<file path="config.mk">
export PLATFORM = sky130hd
export DESIGN_NAME = tick_gen
export DESIGN_NICKNAME = d
export VERILOG_FILES = /design/src/rtl/tick_gen_pkg.sv /design/src/rtl/tg_prescaler.sv /design/src/rtl/tg_ext_sync.sv /design/src/rtl/tg_chan_div.sv /design/src/rtl/tick_gen.sv
export SDC_FILE = /design/constraint.sdc
export NUM_CORES = 1
export LEC_CHECK = 0
export ABC_AREA = 1
export CAP_MARGIN = 15
export CORE_UTILIZATION = 65
export CTS_CLUSTER_SIZE = 28
export DETAILED_ROUTE_END_ITERATION = 10
export DONT_BUFFER_PORTS = 1
export PLACE_DENSITY = 0.81
export SLEW_MARGIN = 20
export SYNTH_ARGS = -nofsm -noshare
export SYNTH_HDL_FRONTEND = slang
export SYNTH_SLANG_ARGS = --single-unit
</file>
<file path="constraint.sdc">
create_clock -name clk -period 2.7 [get_ports clk]
set_input_delay 0.135 -clock clk [delete_from_list [all_inputs] [get_ports clk]]
set_output_delay 0.135 -clock clk [all_outputs]
set_load 0.02 [all_outputs]
</file>
<file path="src/rtl/tick_gen_pkg.sv">
`timescale 1ns/1ps
package tick_gen_pkg;

  // Group that owns a channel: channels below the split use prescaler 0.
  function automatic int unsigned grp_of(int unsigned ch, int unsigned split);
    return (ch < split) ? 0 : 1;
  endfunction

  // Terminal count of a power-of-two divider: 2^(code+base) - 1.
  function automatic int unsigned div_limit(int unsigned code, int unsigned base);
    return (32'd1 << (code + base)) - 32'd1;
  endfunction

endpackage

</file>
<file path="src/rtl/tg_prescaler.sv">
`timescale 1ns/1ps
module tg_prescaler #(
  parameter int PRE_W = 8
) (
  input  logic             clk,
  input  logic             rst_n,
  input  logic             restart,
  input  logic [PRE_W-1:0] div_val,
  output logic             tick
);
  logic [PRE_W-1:0] cnt_q;

  assign tick = (cnt_q == div_val);

  always_ff @(posedge clk) begin
    if (!rst_n)       cnt_q <= '0;
    else if (restart) cnt_q <= '0;
    else if (tick)    cnt_q <= '0;
    else              cnt_q <= cnt_q + 1'b1;
  end
endmodule

</file>
<file path="src/rtl/tg_ext_sync.sv">
`timescale 1ns/1ps
module tg_ext_sync (
  input  logic clk,
  input  logic rst_n,
  input  logic async_in,
  output logic pulse
);
  logic meta_q, sync_q, last_q;

  always_ff @(posedge clk) begin
    if (!rst_n) begin
      meta_q <= 1'b0;
      sync_q <= 1'b0;
      last_q <= 1'b0;
    end else begin
      meta_q <= async_in;
      sync_q <= meta_q;
      last_q <= sync_q;
    end
  end

  assign pulse = sync_q & ~last_q;
endmodule

</file>
<file path="src/rtl/tg_chan_div.sv">
`timescale 1ns/1ps
module tg_chan_div #(
  parameter int CNT_W = 16
) (
  input  logic             clk,
  input  logic             rst_n,
  input  logic             restart,
  input  logic             pre_tick,
  input  logic             ext_pulse,
  input  logic             use_ext,
  input  logic [CNT_W-1:0] limit,
  output logic             tick_q
);
  logic [CNT_W-1:0] cnt_q;
  logic             hit;

  assign hit = pre_tick && (cnt_q == limit);

  always_ff @(posedge clk) begin
    if (!rst_n) begin
      cnt_q  <= '0;
      tick_q <= 1'b0;
    end else begin
      if (restart || use_ext) cnt_q <= '0;
      else if (pre_tick)      cnt_q <= (cnt_q == limit) ? '0 : cnt_q + 1'b1;
      if (restart)      tick_q <= 1'b0;
      else if (use_ext) tick_q <= ext_pulse;
      else              tick_q <= hit;
    end
  end
endmodule

</file>
<file path="src/rtl/tick_gen.sv">
`timescale 1ns/1ps
module tick_gen #(
  parameter int NUM_CH    = 5,
  parameter int GRP_SPLIT = 2,
  parameter int PRE_W     = 8,
  parameter int SEL_W     = 4,
  parameter int DIV_BASE  = 0,
  parameter logic [(1<<SEL_W)-1:0] EXT_MASK = 16'h8000
) (
  input  logic                    clk,
  input  logic                    rst_n,
  input  logic                    cfg0_we,
  input  logic [2*PRE_W-1:0]      cfg0_wdata,
  input  logic                    cfg1_we,
  input  logic [NUM_CH*SEL_W-1:0] cfg1_wdata,
  input  logic [1:0]              ext_tick_in,
  output logic [NUM_CH-1:0]       tick_o
);
  import tick_gen_pkg::*;

  localparam int NUM_GRP = 2;
  localparam int CNT_W   = (1 << SEL_W);

  logic [NUM_GRP-1:0][PRE_W-1:0] pre_val;
  logic [NUM_CH*SEL_W-1:0]       sel_cfg;
  logic [NUM_GRP-1:0]            pre_tick;
  logic [NUM_GRP-1:0]            ext_pulse;
  logic [NUM_CH-1:0]             ext_sel;
  logic                          chan_restart;

  assign chan_restart = cfg0_we | cfg1_we;

  always_ff @(posedge clk) begin
    if (!rst_n) begin
      pre_val <= '0;
      sel_cfg <= '0;
    end else begin
      if (cfg0_we) pre_val <= cfg0_wdata;
      if (cfg1_we) sel_cfg <= cfg1_wdata;
    end
  end

  for (genvar g = 0; g < NUM_GRP; g++) begin : g_grp
    tg_prescaler #(.PRE_W(PRE_W)) u_pre (
      .clk    (clk),
      .rst_n  (rst_n),
      .restart(cfg0_we),
      .div_val(pre_val[g]),
      .tick   (pre_tick[g])
    );
    tg_ext_sync u_sync (
      .clk     (clk),
      .rst_n   (rst_n),
      .async_in(ext_tick_in[g]),
      .pulse   (ext_pulse[g])
    );
  end

  for (genvar i = 0; i < NUM_CH; i++) begin : g_ch
    localparam int G = grp_of(i, GRP_SPLIT);
    logic [SEL_W-1:0] code;
    logic [CNT_W-1:0] limit;

    assign code       = sel_cfg[i*SEL_W +: SEL_W];
    assign ext_sel[i] = EXT_MASK[code];
    assign limit      = CNT_W'(div_limit(int'(code), DIV_BASE));

    tg_chan_div #(.CNT_W(CNT_W)) u_div (
      .clk      (clk),
      .rst_n    (rst_n),
      .restart  (chan_restart),
      .pre_tick (pre_tick[G]),
      .ext_pulse(ext_pulse[G]),
      .use_ext  (ext_sel[i]),
      .limit    (limit),
      .tick_q   (tick_o[i])
    );
  end
endmodule

</file>
Yosys cells after proc, flatten, opt, wreduce, memory -nomap -nowiden:

Memory sizes are Yosys's and may differ from the RTL's. A register that Yosys moved wholly into a read port is not among the register bits.
Index checks and enable logic that the tools add are counted.

* add/subtract/negate cells: 12
* reductions and logical operators: 18
* shifts and indexed selects: 5
* equality and inequality tests: 7
* $lt $le $gt $ge: 5
* bitwise logic cells: 6
* mux-type cells: 25

Operators by type and width (number)
* adder 16 x 1 -> 16 bit, second input constant: 5
* equality test 16 bit: 5
* 2-to-1 mux 16 bit: 5
* << shifter 1 x 4 -> 16 bit, first input constant: 5
* subtractor 16 x 1 -> 16 bit, second input constant: 5
* 2-to-1 mux 4 bit: 10
* < comparator 4 x 5 -> 1 bit, second input constant: 5
* adder 8 x 1 -> 8 bit, second input constant: 2
* equality test 8 bit: 2
* OR reduction 2 bit: 6
* 2-to-1 mux 1 bit: 10
* OR reduction 3 bit: 2
* logical AND 1 bit: 5
* logical OR 1 bit: 5
* NOT 1 bit: 3
* AND 1 bit: 2
* OR 1 bit: 1

* register bits: 143
* logic and storage cells: 104
* memories kept: 5
* output and inout bits: 5
* input bits: 42
* memory bits (read-only): 80

Memory list
* (name not given): words 16, width 1, read ports 1, clocked after memory_dff 1, wr ports 0, line tick_gen.sv:65 `assign ext_sel[i] = EXT_MASK[code];`
* (name not given): words 16, width 1, read ports 1, clocked after memory_dff 1, wr ports 0, line tick_gen.sv:65
* (name not given): words 16, width 1, read ports 1, clocked after memory_dff 1, wr ports 0, line tick_gen.sv:65
* (name not given): words 16, width 1, read ports 1, clocked after memory_dff 1, wr ports 0, line tick_gen.sv:65
* (name not given): words 16, width 1, read ports 1, clocked after memory_dff 1, wr ports 0, line tick_gen.sv:65

Longest topological paths before layout:

Gate-level depths: netlist of run 1.

* word-level depth: 5
* gate-level depth with buffers: 19
* gate-level depth less buffers: 18

Hierarchy:

A second synthesis of run 1 with hierarchy kept.

* cells, all modules: 1500
* area, all modules: 9347.7 µm²

Modules (own cells, without submodules)
* tg_chan_div: instances 5, cells an instance 180, area an instance 1108.6 µm², seq. area each 340.3 µm²
* tick_gen: instances 1, cells an instance 432, area an instance 2608.8 µm², seq. area each 820.8 µm²
* tg_prescaler: instances 2, cells an instance 73, area an instance 505.5 µm², seq. area each 160.2 µm²
* tg_ext_sync: instances 2, cells an instance 11, area an instance 92.6 µm², seq. area each 60.1 µm²

Least setup slack after synthesis of run 1:

OpenSTA, ideal clock, no wires.

* path type: register to register
* from: register sel_cfg[9]
* to: register g_ch[2].u_div.cnt_q[0]
* data arrival time: 2.052 ns
* cell stages (with the launch flop): 17
* setup time: 0.116 ns
* data required time: 2.584 ns
* setup slack: 0.533 ns
* cells stage by stage: dfxtp_1 buf_2 nor2_1 nand2_1 ha_1 clkbuf_1 inv_1 nand2_1 nand2_1 xor2_1 nand3_1 nor2_1 nand3_1 nor2_2 nand2_2 nand2_2 nor2_1

* word-level cells in the longest chain between the ends: 4

Ends and longest elaborated chain
* start, declared: line tick_gen.sv:25 `logic [NUM_CH*SEL_W-1:0] sel_cfg;`
* start signal, assigned: line tick_gen.sv:39 `if (cfg1_we) sel_cfg <= cfg1_wdata;`
* << shifter 1 x 4 -> 16 bit: line tick_gen_pkg.sv:11 `return (32'd1 << (code + base)) - 32'd1;`
* subtractor 16 x 1 -> 16 bit: line tick_gen_pkg.sv:11
* equality test 16 bit: line tg_chan_div.sv:25 `else if (pre_tick) cnt_q <= (cnt_q == limit) ? '0 : cnt_q + 1'b1;`
* 2-to-1 mux 16 bit: line tg_chan_div.sv:25
* end signal, assigned: line tg_chan_div.sv:25
* end, declared: line tg_chan_div.sv:14 `logic [CNT_W-1:0] cnt_q;`

No other way between the ends.
A chain may end at the register's enable or synchronous reset.

Final worst setup path of run 1:

* from: register sel_cfg[7]
* to: register g_ch[1].u_div.cnt_q[4]

* word-level cells in the longest chain between the ends: 4

Ends and longest elaborated chain (line)
* << shifter 1 x 4 -> 16 bit: tick_gen_pkg.sv:11
* subtractor 16 x 1 -> 16 bit: tick_gen_pkg.sv:11
* equality test 16 bit: tg_chan_div.sv:25
* 2-to-1 mux 16 bit: tg_chan_div.sv:25
* end signal, assigned: tg_chan_div.sv:25
* end, declared: tg_chan_div.sv:14

No other way between the ends.

==> results.md, run 1 <==
- Mapped Area: 10300 sq um
- Arrival @ worst endpoint: 2.82 ns
- Final Setup Violations: 0
- Syn avg cell area: roughly 6.0 sq um
- Number of global-route vias before repair: around 10000
- Initial Util: 67.3%
- Die Wd: between 100 and 150 um
- Setup TNS: 0 ns
- Min cycle time layout: 2.49 ns
- CP startpoint kind: flop
- Switching share of total power: a little under a third
- Nets@finish: ~1800
- Seq/Total Area, Yosys: 28.7%
- Num CTS Buffers: 17
- Synth unique cells: 41
- Max_cap viols: 0
- CTS clk-pin slew, worst paths: around 0.070 ns
- Final WL: 28700 um
- RSZ-0062 raised after global routing: false
- Largest net degree at the start of global routing: 39
- Buffers on Ports: 0
- Core ar.: approximately 15000 sq um
- CP endpoint kind: flop
- Compound-Gate Fraction of Synth Area: 7.81%
- Clock sink total: 148
- TritonCTS clock tree: built
- Syn-to-layout area delta: 12.0%
- Final instance area: 11500 sq um
- Crit path top cell by count: nand2_1
- Post-route setup slack: about 0.21 ns
- Clk Tree Root Cell: clkbuf_16
- Part of the cycle the worst path needs: just over 90%
- Mapped Cells: 1732
- Leakage power: 5.36 nW
- Multiplexer share of the synthesized area: 0%
- Most common cell after layout, fill and taps aside: nand2_1
- Combinational family with the most area after synthesis: simple AND/OR/NAND/NOR gates
- Post-DRT Antenna Nets: 0
- Fillcell total: around 1300
- Antenna violations before repair: 1
- Critical Path RT: about 3 ns
- Max IR drop VDD: 0.511 mV
- Drt initial violations: 1239
- Yosys warning total: 0
- XOR/XNOR Fraction of Synth Area: 5.01%
- Total gr overflow: 0
- Crit Path Class: flop to flop
- DRC: 0
- Dpl ws: 0.254 ns
- Die span in y: 128 um
- Clock group share of total power: 43.0%
- Worst hold slack: 0.0382 ns
- Total track usage: a little over a third
- Highest Clock Rate: 402 MHz
- Status: complete, no violations
- Combinational share of power: 18.6%
- I/O pins: 47
- Drt pass-1 iters: 7
- PwrDens: 518 nW/um^2
- Worst-path cell chain: nor2_4 -> nand2_1 -> ha_1 -> nand2_1 -> inv_2 -> nand2_1 -> nand3_1 -> nand2_1 -> nor2_1 -> nand3_2 -> nor2_4 -> nor2_4 -> nand2_1 -> inv_1
- Net Sw Power: 1.85 mW
- Critical Path Slowest Stage Cell: dfxtp_1
- Final Wtd Congestion: 1.05
- Hpwl dp: 20800 um
- Layout cells sized above 1: between 5 and 6%
- Seq pwr share: 38.4%
- First-pass GRT wire length: roughly 47000 um
- Slew HR: 45.9%
- Internal: 4.12 mW
- Deepest clock path buffer count: 2
- Routed len/inst: roughly 14 um
- Worst path max stage delay: 0.59 ns
- Worst Hold Class: input port to flop
- CP max FO: 11
- DIE AREA: approximately 16000 sq um
- Post-place instance area: approximately 10000 sq um
- Final max-slew violation count: 0
- Final hold vios: 0
- Vias: 11100
- H-tree depth: 4
- Most frequent cells in the layout: 467 x nand2_1, 257 x nor2_1, 244 x inv_1
- Clk_skew: 0.00977 ns
- Synthesized Nets: 1786
- Cell Rows: 45
- Worst-Skew Late Latency: 0.44 ns
- Post-synthesis simple-gate area fraction: 45.9%
- Via/cell ratio: 5.57
- Synth Register Bits: 148
- Post-synthesis adder-cell area fraction: 1.46%
- Worst slew pin tran: 0.811 ns
- Total Power: 5.97 mW
[registers in the layout, indices dropped and copies added (netlist names), 5 cells and up]
register and count:
g_ch.u_div.cnt_q 80, g_ch.u_div.use_ext 5, g_ch.u_div.tick_q 5, g_grp.u_pre.cnt_q 16, pre_val 16, sel_cfg 20
[metrics by stage]
step,std cells,util [%]
after CTS,1994,75.3
after floorplan,1732,-
final,1995,75.4
after global placement,1920,68.3
after detailed placement,1920,68.3
after global routing,1995,75.4
[final timing paths]
check / startpoint / to / slack [ns] / cells past startpoint
setup / recovery: sel_cfg[7]$_SDFFE_PN0P_ / g_ch[1].u_div.cnt_q[4]$_SDFFE_PP0N_ / 0.21 / 14
hold / removal: rst_n / g_grp[0].u_pre.cnt_q[1]$_SDFF_PP0_ / 0.04 / 2
setup reg to reg: sel_cfg[7]$_SDFFE_PN0P_ / g_ch[1].u_div.cnt_q[4]$_SDFFE_PP0N_ / 0.21 / 14
hold reg to reg: g_grp[1].u_sync.sync_q$_SDFF_PN0_ / g_grp[1].u_sync.last_q$_SDFF_PN0_ / 0.43 / 2
[logic make-up (layout without fill, tap and decap cells)]
group / Yosys count / count (layout)
xor+xnor: 59 / 59
flops: 148 / 148
other cells: 0 / 1
fa+ha+maj: 12 / 12
simple gates: 1071 / 1071
compound gates: 153 / 153
buf+inv: 289 / 340
[power by group through the flow]
stage                     clock network [mW]  logic, mW  registers [mW]
after floorplan                            0      0.845            2.31
after CTS                               2.58       1.08            2.29
after detailed placement                   0       1.01            2.34
after global routing                    2.68       1.25            2.30
final                                   2.57       1.11            2.29
after global placement                     0       1.00            2.34
[critical path, delay by kind of cell, from the launching register on]
family	cells	cell delay [ns]
buf+inv	2	0.16
simple gates	11	1.28
flops	1	0.59
fa+ha+maj	1	0.33
[synth_stat cells, drive strengths merged]
| library cell | count | area (sq um) |
|---|---|---|
| nand3 | 191 | 976 |
| buf | 16 | 119 |
| o211ai | 7 | 52.6 |
| xnor2 | 17 | 149 |
| xor2 | 42 | 368 |
| nor3b | 5 | 37.5 |
| dfxtp | 148 | 2960 |
| and2 | 4 | 25.0 |
| o21bai | 1 | 7.51 |
| and3 | 2 | 12.5 |
| o21a | 3 | 22.5 |
| a21oi | 48 | 248 |
| clkinv | 2 | 8.75 |
| clkbuf | 16 | 60.1 |
| nor2b | 2 | 12.5 |
| a31oi | 1 | 6.26 |
| or2 | 6 | 37.5 |
| nor3 | 45 | 225 |
| inv | 255 | 957 |
| nor2 | 282 | 1190 |
| ha | 12 | 150 |
| a21boi | 1 | 7.51 |
| nand3b | 11 | 82.6 |
| nand2 | 474 | 1810 |
| nor4 | 4 | 25.0 |
| o21ai | 92 | 460 |
| nand4 | 45 | 300 |
[layer usage]
metal | GRT usage [%] | wire, um | part of all wire (%)
met1 | 46.7 | 12300 | 43
met2 | 58.3 | 12900 | 45
met3 | 8.18 | 2690 | 9.4
met4 | 12.3 | 722 | 2.5
met5 | 0 | 0 | 0
[area by class of cell]
cell class	instances	area, sq um	area share (%)
Antenna cell	1	2.50	0.0217
Clock buffer	17	425	3.69
Clock inverter	15	214	1.85
Inverter	257	966	8.37
Multi-Input combinational cell	1295	6210	53.8
Sequential cell	148	2960	25.7
Tap cell	211	264	2.29
Timing Repair Buffer	51	498	4.32
[repair_timing]
action / in CTS / in global routing
gates resized for setup: 0 / 2
endpoints found under the hold margin: 47 / 0
setup buffers: 0 / 0
hold buffers: 42 / 0
setup endpoints to repair: 0 / 10
(Power assumes the default switching activity.)
==> inputs of run 2 (changes only) <==
--- a/config.mk
+++ b/config.mk
@@ -6,11 +6,11 @@
 export NUM_CORES = 1
 export LEC_CHECK = 0
 export ABC_AREA = 1
+export BUFFER_PORTS_ARGS = -buffer_cell sky130_fd_sc_hd__buf_2
 export CAP_MARGIN = 15
-export CORE_UTILIZATION = 65
+export CORE_UTILIZATION = 63
 export CTS_CLUSTER_SIZE = 28
 export DETAILED_ROUTE_END_ITERATION = 10
-export DONT_BUFFER_PORTS = 1
 export PLACE_DENSITY = 0.81
 export SLEW_MARGIN = 20
 export SYNTH_ARGS = -nofsm -noshare
==> results.md, run 2 (synthesis gave the netlist of run 1 again) <==
- Min cycle time layout: 2.50 ns
- Setup TNS: 0 ns
- Seq pwr share: 40.1%
- Top reg by flops: g_ch.u_div.cnt_q
- Total track usage: 34.2%
- Total Power: 5.72 mW
- Crit path top cell by count: nand2_1
- Post-route setup slack: 0.198 ns
- Net Sw Power: 1.81 mW
- Cell Rows: 46
- CP max FO: 8
- Drt pass-1 iters: 5
- Leakage power: 5.42 nW
- Critical Path Slowest Stage Cell: dfxtp_1
- PwrDens: between 400 and 500 nW/um^2
- Combinational share of power: 19.4%
- Crit path max-delay family: simple AND/OR/NAND/NOR gates
- Total gr overflow: 0
- Switching share of total power: 31.6%
- Highest Clock Rate: approximately 400 MHz
- Worst hold slack: 0.00875 ns
- Buffers on Ports: 46
- Arrival @ worst endpoint: 2.87 ns
- Part of the cycle the worst path needs: 92.7%
- DIE AREA: 16900 sq um
- Final max-slew violation count: 0
- Post-place instance area: around 11000 sq um
- Final Util: a little under three quarters
- H-tree depth: 4
- Deepest clock path buffer count: 2
- Die Wd: 130 um
- Clk Tree Root Cell: clkbuf_16
- Internal: 3.91 mW
- I/O pins: 47
- Layout cells sized above 1: 8.14%
- Most common cell after layout, fill and taps aside: nand2_1
- Largest net degree at the start of global routing: 41
- Antenna violations before repair: 0
- Max IR drop VDD: 0.471 mV
- CP endpoint kind: flop
- Final Setup Violations: 0
- Final WL: 28400 um
- Clk_skew: 0.00762 ns
- Syn-to-layout area delta: 11.2%
- Drt initial violations: 1131
- Hpwl dp: 21800 um
- Worst slew pin tran: 0.998 ns
- Final Wtd Congestion: 0.967
- Worst path max stage delay: 0.50 ns
- Worst-Skew Late Latency: 0.43 ns
- RSZ-0062 raised after global routing: false
- CTS clk-pin slew, worst paths: roughly 0.060 ns
- Routed len/inst: 14.1 um
- Buf+Inv Stages, Crit Path: 1
- First-pass GRT wire length: 45500 um
- Die span in y: 130 um
- Dpl ws: 0.217 ns
- Crit Path Class: flop to flop
- Critical Path RT: 3.06 ns
- Vias: 11100
- Via/cell ratio: 5.50
- Cells after DPL: between 1500 and 2000
- Status: complete, no violations
- Initial Util: 64.7%
- DRC: 0
- Max reg flops: 80
- Worst-path cell chain: nor2_2 -> nand2_1 -> ha_1 -> inv_1 -> a21oi_2 -> o21ai_0 -> or2_1 -> nand2_1 -> nor2_1 -> nand2_1 -> nor2_1 -> nor2_2 -> nand2_1 -> nor2_1
- Num CTS Buffers: 17
- Most frequent cells in the layout: 467 x nand2_1, 256 x nor2_1, 244 x inv_1
- Core ar.: 15900 sq um
- Max_cap viols: 0
- Non-Filler Instances: between 2000 and 2500
- Top flop regs: g_ch.u_div.cnt_q (80), sel_cfg (20)
- Final hold vios: 0
- Number of global-route vias before repair: 9749
- Post-DRT Antenna Nets: 0
- Nets@finish: 1847
- CP startpoint kind: flop
- Slew HR: 33.4%
- Final instance area: about 11000 sq um
- Clock group share of total power: between 40 and 50%
- Worst Hold Class: input port to flop
- Number of diodes: 0
- TritonCTS clock tree: built
- Clock sink total: 148
-- run 2: cell count changes in the layout (fill, tap and decap cells not counted), sizes merged --
cell	change
diode	-1
clkinvlp	+1
bufinv	-2
dlygate4sd3	-25
clkbuf	+1
buf	+48
-- run 2: metal layers --
layer  wire (um)  vias to the layer above  global-route usage, %
met5           0                        -                      0
met4         563                        0                   11.4
met3        2060                       62                   6.03
met2       12900                      467                   55.7
met1       12900                     4979                   45.7
li1            -                     5620                      -
-- run 2: final timing paths --
check	start	end	slack [ns]	cells past startpoint
worst max-delay path	sel_cfg[17]$_SDFFE_PN0P_	g_ch[4].u_div.cnt_q[9]$_SDFFE_PP0N_	0.20	14
worst min-delay path	cfg1_wdata[12]	sel_cfg[12]$_SDFFE_PN0P_	0.009	3
worst max register to register	sel_cfg[17]$_SDFFE_PN0P_	g_ch[4].u_div.cnt_q[9]$_SDFFE_PP0N_	0.20	14
worst min register to register	g_grp[0].u_sync.sync_q$_SDFF_PN0_	g_grp[0].u_sync.last_q$_SDFF_PN0_	0.44	2
-- run 2: cell type report --
cell class	count	area [sq um]
Inverter	257	966
Fill cell	1440	4480
Clock buffer	18	429
Multi-Input combinational cell	1295	6210
Sequential cell	148	2960
Tap cell	216	270
Timing Repair Buffer	74	480
Clock inverter	14	143
-- run 2: tightest hold or removal path: stages --
cell     delay, ns
buf_2         0.07
o21ai_0       0.10
nor2_1        0.09
-- run 2: timing repair --
action	4_1_cts	5_1_grt
endpoints found under the hold margin	15	1
hold buffers	15	1
endpoints found under the setup margin	0	32
gates resized for setup	0	4
buffers inserted	0	0
-- run 2: power by group through the flow --
stage	clock network, mW	logic (mW)	registers, mW
floorplan	0	0.845	2.31
global route	2.44	1.25	2.30
global placement	0	1.05	2.34
CTS	2.34	1.09	2.29
finish	2.32	1.11	2.30
detailed placement	0	1.06	2.34
